===== src/rtl/mm_prescaler_pkg.sv =====
package mm_prescaler_pkg;

   typedef struct packed {
      logic swallow;
      logic band;
   } mm_cfg_t;

endpackage


===== src/rtl/mm_core_div.sv =====
module mm_core_div #(
   parameter int N1 = 2
) (
   input  logic clk,
   input  logic rst,
   input  logic short_i,
   output logic tc_o
);
   localparam int CW = $clog2(N1 + 2);
   localparam logic [CW-1:0] LAST_SHORT = CW'(N1 - 1);
   localparam logic [CW-1:0] LAST_LONG  = CW'(N1);

   logic [CW-1:0] cnt_q;

   generate
      if (N1 < 2) begin : g_bad_n1
         $error("mm_core_div: N1 must be at least 2");
      end
   endgenerate

   assign tc_o = (cnt_q == (short_i ? LAST_SHORT : LAST_LONG));

   always_ff @(posedge clk) begin
      if (rst)       cnt_q <= '0;
      else if (tc_o) cnt_q <= '0;
      else           cnt_q <= cnt_q + 1'b1;
   end

   a_r2_core_range: assert property (@(posedge clk) disable iff (rst)
      cnt_q <= LAST_LONG);

   a_r3_core_wrap: assert property (@(posedge clk) disable iff (rst)
      tc_o |=> (cnt_q == '0));

endmodule


===== src/rtl/mm_div2_chain.sv =====
module mm_div2_chain #(
   parameter int STAGES = 4
) (
   input  logic clk,
   input  logic rst,
   input  logic step_i,
   output logic full_o
);
   logic [STAGES-1:0] q;
   logic [STAGES:0]   carry;

   generate
      if (STAGES < 1 || STAGES > 8) begin : g_bad_stages
         $error("mm_div2_chain: STAGES must be in 1..8");
      end
   endgenerate

   assign carry[0] = step_i;

   for (genvar k = 0; k < STAGES; k++) begin : g_stage
      assign carry[k+1] = carry[k] & q[k];
      always_ff @(posedge clk) begin
         if (rst)           q[k] <= 1'b0;
         else if (carry[k]) q[k] <= ~q[k];
      end
   end

   assign full_o = &q;

   a_r2_chain_step: assert property (@(posedge clk) disable iff (rst)
      step_i |=> (q == STAGES'($past(q) + 1'b1)));

   a_r2_chain_hold: assert property (@(posedge clk) disable iff (rst)
      !step_i |=> $stable(q));

endmodule


===== src/rtl/mm_mode_ctrl.sv =====
module mm_mode_ctrl
   import mm_prescaler_pkg::*;
(
   input  logic clk,
   input  logic rst,
   input  logic swallow_i,
   input  logic band_i,
   input  logic load_i,
   input  logic last_i,
   output logic short_o
);
   mm_cfg_t cfg_q;
   logic    swap;

   always_ff @(posedge clk) begin
      if (rst || load_i) begin
         cfg_q.swallow <= swallow_i;
         cfg_q.band    <= band_i;
      end
   end

   assign swap    = cfg_q.swallow & last_i;
   assign short_o = cfg_q.band ^ ~swap;

   a_r7_cfg_hold: assert property (@(posedge clk) disable iff (rst)
      !load_i |=> $stable(cfg_q));

endmodule


===== src/rtl/mm_prescaler.sv =====
module mm_prescaler #(
   parameter int CORE_N1 = 2,
   parameter int STAGES  = 4
) (
   input  logic clk,
   input  logic rst,
   input  logic swallow_i,
   input  logic band_i,
   output logic pulse_o
);
   logic short_mod;
   logic core_tc;
   logic chain_full;
   logic period_end;

   generate
      if (CORE_N1 != 2 && CORE_N1 != 4) begin : g_bad_core
         $error("mm_prescaler: CORE_N1 must be 2 or 4");
      end
   endgenerate

   mm_mode_ctrl u_ctrl (
      .clk       (clk),
      .rst       (rst),
      .swallow_i (swallow_i),
      .band_i    (band_i),
      .load_i    (period_end),
      .last_i    (chain_full),
      .short_o   (short_mod)
   );

   mm_core_div #(.N1(CORE_N1)) u_core (
      .clk     (clk),
      .rst     (rst),
      .short_i (short_mod),
      .tc_o    (core_tc)
   );

   mm_div2_chain #(.STAGES(STAGES)) u_chain (
      .clk    (clk),
      .rst    (rst),
      .step_i (core_tc),
      .full_o (chain_full)
   );

   assign period_end = core_tc & chain_full;
   assign pulse_o    = period_end;

   a_r6_single_pulse: assert property (@(posedge clk) disable iff (rst)
      pulse_o |=> !pulse_o);

   a_r1_reset_quiet: assert property (@(posedge clk)
      rst |=> !pulse_o);

endmodule


===== config.mk =====
export PLATFORM = sky130hd
export DESIGN_NAME = mm_prescaler
export DESIGN_NICKNAME = d
export VERILOG_FILES = /design/src/rtl/mm_prescaler_pkg.sv /design/src/rtl/mm_core_div.sv /design/src/rtl/mm_div2_chain.sv /design/src/rtl/mm_mode_ctrl.sv /design/src/rtl/mm_prescaler.sv
export SDC_FILE = /design/constraint.sdc
export NUM_CORES = 1
export LEC_CHECK = 0
export ABC_AREA = 0
export BUFFER_PORTS_ARGS = -buffer_cell sky130_fd_sc_hd__buf_2
export CAP_MARGIN = 0
export CORE_AREA = 4 4 41 43
export CTS_CLUSTER_DIAMETER = 30
export DETAILED_ROUTE_END_ITERATION = 8
export DIE_AREA = 0 0 45 47
export GPL_TIMING_DRIVEN = 0
export PLACE_DENSITY = 0.62
export RECOVER_POWER = 25
export SYNTH_ARGS = -nofsm -noshare
export SYNTH_HDL_FRONTEND = slang
export SYNTH_SLANG_ARGS = --single-unit

===== constraint.sdc =====
create_clock -name clk -period 2.2 [get_ports clk]
set_input_delay 0.44 -clock clk [delete_from_list [all_inputs] [get_ports clk]]
set_output_delay 0.44 -clock clk [all_outputs]
set_load 0.01 [all_outputs]

### Yosys cells after proc, flatten, opt, wreduce, memory -nomap -nowiden

Index checks and enable logic that the tools add are counted.

* add/sub/neg operators: 1
* eq/ne operators: 1
* mux-type cells: 1
* bitwise gates (word level): 11
* reduce and logical (&&, ||, !) cells: 3

Operator list (number)
* 1-bit AND: 5
* 1-bit inverter: 5
* 4-bit AND reduction: 1
* 2-bit by 1-bit adder with 2-bit output, second input constant: 1
* 2-bit equality test: 1
* 2-bit 2-to-1 mux: 1
* 2-bit OR reduction: 1
* 1-bit logical OR: 1
* 1-bit bitwise XOR: 1

* register bits after elaboration: 8
* input port bits: 4
* word-level logic and storage cells: 24

### Longest topological paths before layout

Gate-level depths: netlist (run 1).

* word-level depth: 9
* gate-level depth with buffers: 5

### Modules after synthesis

From an unflattened synthesis (run 1), not the netlist that was laid out.

* cell total of the unflattened synthesis: 33
* area, all modules: 351.6 um^2

By module, submodules not included
* mm_div2_chain: times used 1, cells each 18, area each 181.4 um^2
* mm_core_div: times used 1, cells each 9, area each 85.1 um^2
* mm_mode_ctrl: times used 1, cells each 5, area each 78.8 um^2
* mm_prescaler: times used 1, cells each 1, area each 6.3 um^2

### Least setup slack after synthesis (run 1)

Ideal clock, no wire load.

* path type: reg2reg
* start: register u_ctrl.cfg_q[0] (netlist bit)
* end: register u_chain.q[1]
* arrival: 1.386 ns
* data required time: 2.077 ns
* path slack: 0.690 ns
* stages on the path, launching flop included: 6
* path through: edfxtp_1 -> buf_6 -> xor2_2 -> nand4_1 -> a211oi_2 -> mux2_1

* cells in the longest elaborated chain, start to end: 4

Ends and longest elaborated chain
* start: declaration: line mm_mode_ctrl.sv:12 `mm_cfg_t cfg_q;`
* 1-bit bitwise XOR: line mm_mode_ctrl.sv:23 `assign short_o = cfg_q.band ^ ~swap;`
* 2-bit 2-to-1 mux: line mm_core_div.sv:21 `assign tc_o = (cnt_q == (short_i ? LAST_SHORT : LAST_LONG));`
* 2-bit equality test: line mm_core_div.sv:21
* 1-bit AND: line mm_div2_chain.sv:21 `assign carry[k+1] = carry[k] & q[k];`
* end signal: indexed assignment: line mm_div2_chain.sv:24 `else if (carry[k]) q[k] <= ~q[k];`
* end: declaration: line mm_div2_chain.sv:9 `logic [STAGES-1:0] q;`

Every way passes these cells.
A chain may end at the register's enable or synchronous reset.

### Worst setup path in the final report (run 1)

* start: register u_core.cnt_q[1]
* end: output pulse_o

* cells in the longest elaborated chain, start to end: 2

Ends and longest elaborated chain
* start: declaration: line mm_core_div.sv:13 `logic [CW-1:0] cnt_q;`
* start signal: assignment: line mm_core_div.sv:26 `else cnt_q <= cnt_q + 1'b1;`
* 2-bit equality test: line mm_core_div.sv:21
* 1-bit AND: line mm_prescaler.sv:46 `assign period_end = core_tc & chain_full;`
* end: declaration: line mm_prescaler.sv:9 `output logic pulse_o`

Every way passes these cells.

==> out/qor.log, run 1 <==
INFO  sta            clock.fmax=0.549GHz
INFO  sta            maxSlewViolCount=0
INFO  sta            report.final.setup_viol=0
INFO  synthesis      syn-instance-count=51
INFO  synthesis      synthesized_area_fraction_occupied_by_and_or_nand_nor_cells=25.8%
INFO  synthesis      synth-async-reset-ratio=0%
INFO  clock_tree     insertion_delay=0.25ns
INFO  power_and_ir_drop cellLeakagePower=0.000205uW
INFO  global_route   grt_pass1_vias=376
INFO  placed_design  port_buffers=4
INFO  sta            measured_slew_at_the_worst_slew_check_pin=0.253ns
INFO  hold_path      hold_path_class=in -> reg
INFO  sta            final.setup.tns=0ns
INFO  clock_tree     cts-hold-fix-buffers=0
INFO  detailed_routing postRouteWirelength=899um
INFO  synthesis      compound_gate_fraction_of_synth_area=19.1%
INFO  sta            min_period_over_period=82.8%
INFO  synthesis      synth_mux_area_share=6.53%
INFO  clock_tree     cts_tree=built
INFO  setup_path     path_max_fanout=6
INFO  synthesis      yosys.area_share.adder=0%
INFO  floorplanning  dieWidth=45um
INFO  synthesis      yosys_warnings=0
INFO  flow_run       max_capacitance_violation_total=0
INFO  clock_tree     ctsResizeCount=0
INFO  clock_tree     numCtsBuffers=3
INFO  synthesis      synth_area_leader_cell=dfxtp_1
INFO  floorplanning  dieArea=0.00212mm^2
INFO  global_route   globalRouteTotalUtil=11.0%
INFO  sta            timing.max_slew.rel_slack=83.1%
INFO  power_and_ir_drop power-per-cell-area=617mW/mm^2
INFO  global_route   grt_max_degree=9
INFO  setup_path     criticalPathCategory=reg -> out
INFO  synthesis      post_synth_xor_area_fraction=7.05%
INFO  clock_tree     clk_path_buf_depth=2
INFO  detailed_routing avgRoutedWirePerCell=12.3um
INFO  placed_design  routabilityCongestion=0.775
INFO  cells_and_area fin_nets=64
INFO  clock_tree     ctsHtreeMaxLevel=1
INFO  detailed_routing detailroute.via_count=384
INFO  synthesis      synth_sequential_area_ratio=37.6%
INFO  floorplanning  die_h=47um
INFO  setup_path     worst-endpoint-arrival=1.38ns
INFO  floorplanning  starting_density_of_the_core=36.8%
INFO  floorplanning  num_io_pins=5
INFO  synthesis      cell_types_occupying_the_most_area_after_synthesis=dfxtp_1 25%, edfxtp_1 13%, mux2i_1 4.2%
INFO  outcome        status=finished, final reports clean
INFO  clock_tree     cts.root.buffer_cell=clkbuf_4
INFO  synthesis      number_of_distinct_standard_cells_referenced_by_the_synthesized_netlist=32
INFO  floorplanning  floorplan.core_area=0.00130mm^2
INFO  detailed_routing vias_per_cell=5.26
INFO  synthesis      yosys.area.top_type_share=25.1%
INFO  sta            layout_setup_ws=0.379ns
INFO  setup_path     crit_path_end_kind=output port
INFO  sta            post-route-min-period=1.82ns
INFO  detailed_routing route.antenna.remaining_nets=0
INFO  sta            hold_slack=0.362ns
INFO  synthesis      synth_top_family_by_area=simple AND/OR/NAND/NOR gates
INFO  setup_path     critical_path_required=1.76ns
INFO  cells_and_area insertedDiodeCount=0
INFO  synthesis      synth_enable_flop_cells=2
INFO  global_route   grt.overflow.total=0
INFO  sta            timing.clock.skew=0.00486ns
INFO  detailed_routing drc_violation_count_after_routing=0
INFO  global_route   antenna_found_initial=0
INFO  clock_tree     clkSlewWorstSetupHoldPaths=0.06ns
INFO  synthesis      count_of_state_elements_after_synthesis=8
INFO  cells_and_area final_layout_size_suffix_gt1_share=24.1%
INFO  detailed_routing first_pass_iters=4
INFO  clock_tree     post_cts.repair.setup_buffers=0
INFO  sta            timing.final.hold_violations=0
INFO  clock_tree     clock_tree_sinks=8
INFO  global_route   grt_pass1_wl=1.56mm
INFO  sta            setup_repair_after_global_routing_missed_its_margin=no
INFO  placed_design  post-place-ws=0.562ns
INFO  synthesis      synth_nets=55
INFO  synthesis      ys.flop_type=dfxtp_1
INFO  detailed_routing drt_iter0_markers=3
INFO  cells_and_area area.growth.synth_to_final=12.8%
INFO  floorplanning  fp-row-count=13
INFO  cells_and_area fillerInstances=151
INFO  placed_design  placed_area=518um^2
INFO  cells_and_area finalInstanceArea=541um^2
INFO  setup_path     startpoint_type=flop
INFO  synthesis      synth_area=479um^2
INFO  synthesis      synth.avg_cell_area=9.40um^2
INFO  power_and_ir_drop worst_ir_drop_vdd=0.251mV
INFO  placed_design  dp_hpwl=675um
## cell usage after synthesis (2+ instances only)
library cell / n
edfxtp_1: 2
mux2i_1: 2
nor3_1: 4
nand2_1: 3
inv_1: 2
a211oi_1: 2
a21oi_1: 2
nand3_1: 2
and2b_1: 2
dfxtp_1: 6
nor2_1: 3
## where the power goes
group / total, uW / internal, uW / leakage (uW) / switching [uW]
combinational: 51.1 / 25.1 / 0.000123 / 26.0
sequential: 169 / 159 / 0.0000685 / 9.22
clock: 114 / 62.5 / 0.0000138 / 51.4
## metal layers
metal | up-vias | track usage (%) | part of all wire, %
met1 | 172 | 12.7 | 49
met5 | - | 0 | 0
met3 | 4 | 4.98 | 3.8
met4 | 0 | 9.36 | 2.3
li1 | 201 | - | -
met2 | 7 | 15.5 | 44
## sequential cells by signal, indices dropped and copies added, names as in the netlist
signal        cells
u_ctrl.cfg_q      2
u_core.cnt_q      2
u_chain.q         4
## logic make-up after synthesis
family | Yosys count
buffers and inverters | 3
muxes | 3
xor gates and xnor gates | 3
AOI/OAI and AO/OA | 12
and+or+nand+nor | 22
DFF | 8
## final timing paths
kind	from	to	slack [ns]	cells after the start
worst max register to register	u_ctrl.cfg_q[0]$_DFFE_PP_	u_chain.q[1]$_SDFFE_PP0N_	0.56	5
worst max-delay path	u_core.cnt_q[1]$_SDFF_PP0_	pulse_o	0.38	4
worst min-delay path	swallow_i	u_ctrl.cfg_q[1]$_DFFE_PP_	0.36	1
worst min register to register	u_core.cnt_q[0]$_SDFF_PP0_	u_core.cnt_q[0]$_SDFF_PP0_	0.48	1
## final cells by class
| type | instances | area, um^2 | share of cell area, % |
|---|---|---|---|
| Clock buffer | 3 | 22.5 | 4.17 |
| Tap cell | 15 | 18.8 | 3.47 |
| Inverter | 2 | 7.51 | 1.39 |
| Buffer | 1 | 11.3 | 2.08 |
| Sequential cell | 8 | 180 | 33.3 |
| Multi-Input combinational cell | 40 | 280 | 51.9 |
| Timing Repair Buffer | 4 | 20.0 | 3.70 |
## through the flow
| step | total power, uW | util [%] | instances |
|---|---|---|---|
| 5_1_grt | 357 | 41.5 | 73 |
| 3_3_place_gp | 222 | 39.8 | 70 |
| 6_report | 334 | 41.5 | 73 |
| 2_1_floorplan | 210 | - | 51 |
| 4_1_cts | 339 | 41.5 | 73 |
| 3_5_place_dp | 223 | 39.8 | 70 |
## cell usage in the layout, fill, tap and decap left out, types with 2 or more instances in the layout
cell type	count
dfxtp_1	6
nor3_1	4
buf_2	4
nand2_1	3
nor2_1	3
clkbuf_4	3
and2b_1	2
mux2i_1	2
nand3_1	2
inv_1	2
a21oi_1	2
a211oi_1	2
edfxtp_1	2
## worst max-delay path: stages, from the launching register on
cell and delay (ns):
dfxtp_1 0.43, nor2b_2 0.30, mux2i_1 0.12, nor2_1 0.14, buf_2 0.14
No activity file was read; power rests on OpenSTA's default activity.
==> inputs of run 2 (changes only) <==
- PLACE_DENSITY: 0.62 -> 0.64
- clock period: 2.2 -> 1.55 ns (I/O delays scaled with it)
==> out/qor.log, run 2 (synthesis gave the netlist of run 1 again) <==
INFO  detailed_routing avgRoutedWirePerCell=12.5um [+1.7%]
INFO  global_route   grt_max_degree=9 [unchanged]
INFO  cells_and_area max_flop_register=u_chain.q
INFO  cells_and_area area.growth.synth_to_final=18.5%
INFO  global_route   grt_pass1_vias=400 [+6.4%]
INFO  global_route   grt.overflow.total=0 [unchanged]
INFO  floorplanning  die_h=47um [unchanged]
INFO  sta            timing.clock.skew=0.00490ns [+0.0000485 ns]
INFO  outcome        status=finished, violations left
INFO  clock_tree     clkSlewWorstSetupHoldPaths=0.06ns [about the same]
INFO  power_and_ir_drop power-per-cell-area=863mW/mm^2 [+40%]
INFO  floorplanning  dieArea=0.00212mm^2 [unchanged]
INFO  clock_tree     clock_tree_sinks=8 [unchanged]
INFO  setup_path     critical_path_required=1.24ns [-0.52 ns]
INFO  setup_path     worst-endpoint-arrival=1.34ns [-0.04 ns]
INFO  global_route   globalRouteTotalUtil=12.0% [+0.90 points]
INFO  sta            setup_repair_after_global_routing_missed_its_margin=yes
INFO  cells_and_area largest_reg_flops=4 [unchanged]
INFO  clock_tree     numCtsBuffers=3 [unchanged]
INFO  power_and_ir_drop worst_ir_drop_vdd=0.457mV [+82%]
INFO  clock_tree     ctsHtreeMaxLevel=1 [unchanged]
INFO  global_route   grt_pass1_wl=1.66mm [+6.6%]
INFO  detailed_routing postRouteWirelength=939um [+4.4%]
INFO  setup_path     criticalPathCategory=reg -> out
INFO  cells_and_area largestRegisters=u_chain.q x4, u_core.cnt_q x2, u_ctrl.cfg_q x2
INFO  clock_tree     cts_tree=built
INFO  floorplanning  floorplan.core_area=0.00130mm^2 [unchanged]
INFO  sta            clock.fmax=0.606GHz
INFO  detailed_routing drt_iter0_markers=8 [+5]
INFO  global_route   antenna_found_initial=0 [unchanged]
INFO  sta            timing.max_slew.rel_slack=83.1% [about the same]
INFO  setup_path     r2r_slack=-0.10ns [-0.66 ns]
INFO  sta            timing.final.hold_violations=0 [unchanged]
INFO  clock_tree     insertion_delay=0.26ns [about the same]
INFO  outcome        violations_in_the_final_reports=setup timing
INFO  placed_design  port_buffers=4 [unchanged]
INFO  sta            post-route-min-period=1.65ns
INFO  setup_path     startpoint_type=flop
INFO  detailed_routing detailroute.via_count=396 [+3.1%]
INFO  sta            min_period_over_period=107%
INFO  setup_path     path_max_fanout=3 [-3]
INFO  sta            final.setup.tns=-0.197ns [-0.197 ns]
INFO  sta            measured_slew_at_the_worst_slew_check_pin=0.253ns [+0.000741 ns]
INFO  floorplanning  fp-row-count=13 [unchanged]
INFO  detailed_routing drc_violation_count_after_routing=0 [unchanged]
INFO  clock_tree     clk_path_buf_depth=2 [unchanged]
INFO  detailed_routing route.antenna.remaining_nets=0 [unchanged]
INFO  detailed_routing vias_per_cell=5.28 [+0.38%]
INFO  floorplanning  starting_density_of_the_core=36.8% [unchanged]
INFO  placed_design  dp_hpwl=687um [+1.8%]
INFO  cells_and_area layout_commonest_cell=dfxtp_1
INFO  power_and_ir_drop cellLeakagePower=0.000217uW [+5.6%]
INFO  cells_and_area final_layout_size_suffix_gt1_share=28.3% [+4.2 points]
INFO  detailed_routing first_pass_iters=3 [-1]
INFO  clock_tree     cts.root.buffer_cell=clkbuf_4
INFO  hold_path      hold_path_class=in -> reg
INFO  placed_design  routabilityCongestion=0.778 [+0.46%]
INFO  sta            layout_setup_ws=-0.101ns [-0.480 ns]
INFO  floorplanning  num_io_pins=5 [unchanged]
INFO  cells_and_area mostFrequentLayoutCells=6 x dfxtp_1, 4 x nor3_1, 4 x buf_2
INFO  placed_design  post-place-ws=-0.101ns [-0.664 ns]
INFO  floorplanning  dieWidth=45um [unchanged]
INFO  cells_and_area insertedDiodeCount=0 [unchanged]
INFO  flow_run       max_capacitance_violation_total=0 [unchanged]
INFO  cells_and_area fin_nets=66 [+3.1%]
INFO  sta            maxSlewViolCount=0 [unchanged]
INFO  setup_path     crit_path_end_kind=output port
INFO  sta            report.final.setup_viol=2 [+2]
[run 2: worst max-delay path, cell delays in order, from the launching register on]
cell,delay [ns]
edfxtp_1,0.39
buf_6,0.15
xor2_2,0.13
mux2i_1,0.21
nor2_1,0.07
buf_2,0.14
[run 2: per-stage QoR]
step           cells  area [um^2]  hold WS [ns]  util [%]  power [uW]
4_1_cts           75          568         0.221      43.7         494
3_3_place_gp      70          518         0.461      39.8         315
5_1_grt           75          568         0.220      43.7         516
2_1_floorplan     51          479         0.379         -         299
3_5_place_dp      70          518         0.472      39.8         317
6_report          75          568         0.224      43.7         490
[run 2: final timing paths]
kind	start	to	cells past startpoint
max	u_ctrl.cfg_q[0]$_DFFE_PP_	pulse_o	5
min	swallow_i	u_ctrl.cfg_q[1]$_DFFE_PP_	1
max reg2reg	u_ctrl.cfg_q[0]$_DFFE_PP_	u_chain.q[1]$_SDFFE_PP0N_	5
min reg2reg	u_chain.q[2]$_SDFFE_PP0P_	u_chain.q[2]$_SDFFE_PP0P_	1
[run 2: power by group]
group,total [uW],switching [uW],internal (uW),leakage (uW)
Combinational,83.8,41.3,42.5,0.000134
Sequential,239,12.6,226,0.0000685
Clock,167,78.2,89.1,0.0000138
[run 2: layout make-up]
class	count	area, um^2
Sequential cell	8	180
Buffer	1	11.3
Clock buffer	3	22.5
Multi-Input combinational cell	40	293
Timing Repair Buffer	6	35.0
Fill cell	135	733
Inverter	2	7.51
Tap cell	15	18.8
[run 2: per-layer routing]
| metal | routed length (um) | up-vias | track usage (%) |
|---|---|---|---|
| li1 | - | 201 | - |
| met1 | 426 | 185 | 13.3 |
| met2 | 453 | 5 | 18.6 |
| met3 | 21 | 5 | 3.45 |
| met4 | 36 | 0 | 10.5 |
| met5 | 0 | - | 0 |
[run 2: repair_timing]
| item | CTS | global route |
|---|---|---|
| setup buffers | 2 | 0 |
| setup endpoints to repair | 2 | 3 |
| hold buffers | 0 | 0 |
| pin swaps | 1 | 1 |
| endpoints found under the hold margin | 0 | 0 |
| gates resized for setup | 2 | 0 |
==> inputs of run 3 (changes only) <==
- PLACE_DENSITY: 0.64 -> 0.53
- SYNTH_HIERARCHICAL: unset -> 1
==> out/qor.log, run 3 <==
INFO  outcome        status=finished, violations left
INFO  outcome        violations_in_the_final_reports=setup timing
INFO  hold_path      min-delay-start=band_i
INFO  setup_path     worst_r2r_endpoint=u_chain/q[3]$_SDFFE_PP0P_
INFO  detailed_routing avgRoutedWirePerCell=13.0um [+4.1%]
INFO  power_and_ir_drop worst_ir_drop_vdd=0.379mV [-17%]
INFO  sta            report.final.setup_viol=7 [+5]
INFO  synthesis      yosys.area.top_type_share=34.2% [+9.1 points]
INFO  synthesis      leading_cell_type_by_number_of_instances_after_synthesis=dfxtp_1
INFO  floorplanning  die_h=47um [unchanged]
INFO  synthesis      synth_top_family_by_area=simple AND/OR/NAND/NOR gates
INFO  detailed_routing vias_per_cell=4.69 [-11%]
INFO  setup_path     r2r_slack=-0.32ns [-0.22 ns]
INFO  clock_tree     cts-hold-fix-buffers=0 [unchanged]
INFO  synthesis      syn-instance-count=33 [-35%]
INFO  synthesis      yosys.area_share.adder=0% [unchanged]
INFO  detailed_routing detailroute.via_count=300 [-24%]
INFO  sta            timing.max_slew.rel_slack=84.1% [+0.98 points]
INFO  flow_run       max_capacitance_violation_total=0 [unchanged]
INFO  hold_path      min_to=u_ctrl/cfg_q[0]$_DFFE_PP_
INFO  setup_path     ordered_cell_list_for_the_critical_path=and4_4, nand2_4, xor2_2, nand2b_4, o22ai_4, and2_4, buf_6
INFO  sta            measured_slew_at_the_worst_slew_check_pin=0.239ns [-0.0145 ns]
INFO  setup_path     critical_path.top_delay_family=simple AND/OR/NAND/NOR gates
INFO  placed_design  placed_cells=52 [-26%]
INFO  floorplanning  dieWidth=45um [unchanged]
INFO  global_route   grt.overflow.total=0 [unchanged]
INFO  floorplanning  starting_density_of_the_core=27.0% [-9.8 points]
INFO  clock_tree     ctsHtreeMaxLevel=1 [unchanged]
INFO  setup_path     critical_path.n_buffers_inverters=1 [-1]
INFO  sta            timing.clock.skew=0.0110ns [+0.00609 ns]
INFO  clock_tree     clk_path_buf_depth=2 [unchanged]
INFO  synthesis      number_of_distinct_standard_cells_referenced_by_the_synthesized_netlist=21 [-34%]
INFO  hold_path      hold_path_stages=1 [unchanged]
INFO  clock_tree     cts_tree=built
INFO  synthesis      yosys-top-cells-count=6 x dfxtp_1, 3 x nor2_1
INFO  setup_path     crit_path_end_kind=output port
INFO  sta            clock.fmax=0.519GHz [-14%]
INFO  setup_path     ff2ff_path_depth=9 [+4]
INFO  synthesis      synth.avg_cell_area=10.7um^2 [+13%]
INFO  floorplanning  fp-row-count=13 [unchanged]
INFO  synthesis      synth_area=352um^2 [-27%]
INFO  global_route   grt_pass1_wl=1.37mm [-18%]
INFO  setup_path     slowest_stage=dfxtp_2
INFO  synthesis      synthesized_area_fraction_occupied_by_and_or_nand_nor_cells=28.8% [+3.0 points]
INFO  cells_and_area largestRegisters=u_chain/q x4, u_core/cnt_q x2, u_ctrl/cfg_q x2
INFO  cells_and_area layout_commonest_cell=buf_4
INFO  sta            layout_setup_ws=-0.378ns [-0.277 ns]
INFO  synthesis      synth_mux_area_share=7.47% [+0.95 points]
INFO  global_route   antenna_found_initial=0 [unchanged]
INFO  floorplanning  floorplan.core_area=0.00130mm^2 [unchanged]
INFO  synthesis      synth_nets=37 [-33%]
INFO  setup_path     critical_path_required=1.24ns [about the same]
INFO  setup_path     worst-endpoint-arrival=1.62ns [+0.28 ns]
INFO  placed_design  post-place-ws=-0.396ns [-0.295 ns]
INFO  clock_tree     insertion_delay=0.26ns [about the same]
INFO  cells_and_area fin_nets=54 [-18%]
INFO  cells_and_area final_layout_size_suffix_gt1_share=61.2% [+33 points]
INFO  clock_tree     numCtsBuffers=3 [unchanged]
INFO  global_route   grt_pass1_vias=312 [-22%]
INFO  clock_tree     cts.root.buffer_cell=clkbuf_4
INFO  detailed_routing drc_violation_count_after_routing=0 [unchanged]
INFO  cells_and_area fillerInstances=131 [-3.0%]
INFO  synthesis      synth_sequential_area_ratio=51.2% [+14 points]
INFO  synthesis      count_of_state_elements_after_synthesis=8 [unchanged]
INFO  synthesis      yosys_warnings=6 [+6]
INFO  cells_and_area insertedDiodeCount=0 [unchanged]
INFO  cells_and_area final_cell_count_without_fillers=64 [-15%]
INFO  global_route   globalRouteTotalUtil=9.77% [-2.2 points]
INFO  setup_path     worst_path_largest_cell_delay=0.34ns [-0.05 ns]
INFO  cells_and_area area.growth.synth_to_final=56.6%
INFO  cells_and_area mostFrequentLayoutCells=7 x buf_4, 3 x clkbuf_4, 3 x buf_2, 3 x nor2_1, 3 x dfxtp_2
INFO  synthesis      cell_types_occupying_the_most_area_after_synthesis=dfxtp_1 34%, edfxtp_1 17%, mux2_4 4.3%
INFO  clock_tree     clock_tree_sinks=8 [unchanged]
INFO  detailed_routing drt_iter0_markers=4 [-4]
INFO  cells_and_area fin_util=42.3% [-1.3 points]
INFO  setup_path     path_max_fanout=3 [unchanged]
INFO  synthesis      synth-async-reset-ratio=0% [unchanged]
INFO  sta            timing.final.hold_violations=0 [unchanged]
INFO  synthesis      ys.flop_type=dfxtp_1
INFO  sta            min_period_over_period=124% [+18 points]
INFO  setup_path     startpoint_type=flop
INFO  sta            hold_slack=0.222ns [-0.00216 ns]
INFO  floorplanning  num_io_pins=5 [unchanged]
INFO  detailed_routing route.antenna.remaining_nets=0 [unchanged]
INFO  sta            setup_repair_after_global_routing_missed_its_margin=yes
INFO  synthesis      synth_area_leader_cell=dfxtp_1
INFO  setup_path     criticalPathCategory=reg -> out
INFO  floorplanning  dieArea=0.00212mm^2 [unchanged]
INFO  clock_tree     clkSlewWorstSetupHoldPaths=0.06ns [about the same]
INFO  hold_path      hold_path_class=in -> reg
INFO  power_and_ir_drop cellLeakagePower=0.000228uW [+5.3%]
INFO  synthesis      compound_gate_fraction_of_synth_area=7.47% [-12 points]
INFO  cells_and_area max_flop_register=u_chain/q
INFO  sta            post-route-min-period=1.93ns [+0.277 ns]
INFO  global_route   grt_max_degree=10 [+1]
INFO  synthesis      synth_enable_flop_cells=2 [unchanged]
INFO  sta            maxSlewViolCount=0 [unchanged]
INFO  setup_path     rr_startpoint=u_chain/q[1]$_SDFFE_PP0N_
INFO  synthesis      post_synth_xor_area_fraction=4.98% [-2.1 points]
INFO  placed_design  port_buffers=4 [unchanged]
INFO  power_and_ir_drop power-per-cell-area=864mW/mm^2 [+0.20%]
INFO  detailed_routing first_pass_iters=4 [+1]
INFO  placed_design  routabilityCongestion=0.721 [-7.4%]
INFO  detailed_routing postRouteWirelength=834um [-11%]
INFO  cells_and_area largest_reg_flops=4 [unchanged]
INFO  sta            final.setup.tns=-1.73ns [-1.54 ns]
run 3: cell count changes in the layout (fill, tap and decap cells not counted), sizes merged, moves of 2 or more:
| cell | change |
|---|---|
| and2b | -2 |
| mux2i | -2 |
| nand3b | +2 |
| buf | +5 |
| nor3 | -4 |
| a211oi | -3 |
| inv | -2 |
run 3: final cells by class:
cell class / count / area, um^2 / share of cell area [%]
well taps: 15 / 18.8 / 3.41
repair buffers: 12 / 90.1 / 16.4
flip-flops and latches: 8 / 188 / 34.1
clock buffers: 4 / 26.3 / 4.77
multi-input cells: 25 / 228 / 41.4
run 3: worst max path at each step:
stage               slack [ns]                      start  cells past startpoint                        end
CTS                      -0.37  u_chain/q[0]$_SDFFE_PP0P_                      7                    pulse_o
floorplan                -0.24  u_chain/q[0]$_SDFFE_PP0P_                      7  u_ctrl/cfg_q[0]$_DFFE_PP_
global route             -0.46  u_chain/q[2]$_SDFFE_PP0P_                      7                    pulse_o
finish                   -0.38  u_chain/q[1]$_SDFFE_PP0N_                      7                    pulse_o
global placement         -0.36  u_chain/q[0]$_SDFFE_PP0P_                      7                    pulse_o
detailed placement       -0.40  u_chain/q[0]$_SDFFE_PP0P_                      7                    pulse_o
run 3: through the flow:
| step | cell area, um^2 | power, uW |
|---|---|---|
| floorplan | 363 | 259 |
| global placement | 402 | 267 |
| detailed placement | 402 | 271 |
| CTS | 542 | 483 |
| global route | 551 | 508 |
| finish | 551 | 476 |
run 3: cell families after synthesis:
logic type                count (synthesis)
AOI/OAI and AO/OA                         4
xor gates and xnor gates                  2
DFF                                       8
muxes                                     2
and+or+nand+nor                          17
run 3: worst reg2reg max path, cell delays in order, from the launching register on:
cell and delay, ns:
dfxtp_2 0.34, and4_4 0.24, nand2_4 0.05, xor2_2 0.15, nand2b_4 0.16, o22ai_4 0.16, buf_4 0.14, buf_6 0.09
nand4_1 0.11, mux2_4 0.32
run 3: what timing repair did:
| item | in CTS | in global routing |
|---|---|---|
| endpoints found under the setup margin | 7 | 8 |
| pin swaps | 4 | 2 |
| gates cloned | 0 | 0 |
| buffers inserted | 8 | 0 |
| gates resized for setup | 12 | 2 |
run 3: report_power, final:
group | internal (uW) | switching, uW
combinational | 38.6 | 29.6
sequential | 225 | 10.4
clock | 98.6 | 73.3
total | 363 | 113
run 3: routing by layer:
layer  wire length [um]  vias to the layer above  track usage [%]
li1                   -                      148                -
met1                340                      148             9.47
met2                481                        4             17.2
met3                 12                        0             2.30
met4                  0                        0             8.77
met5                  0                        -                0
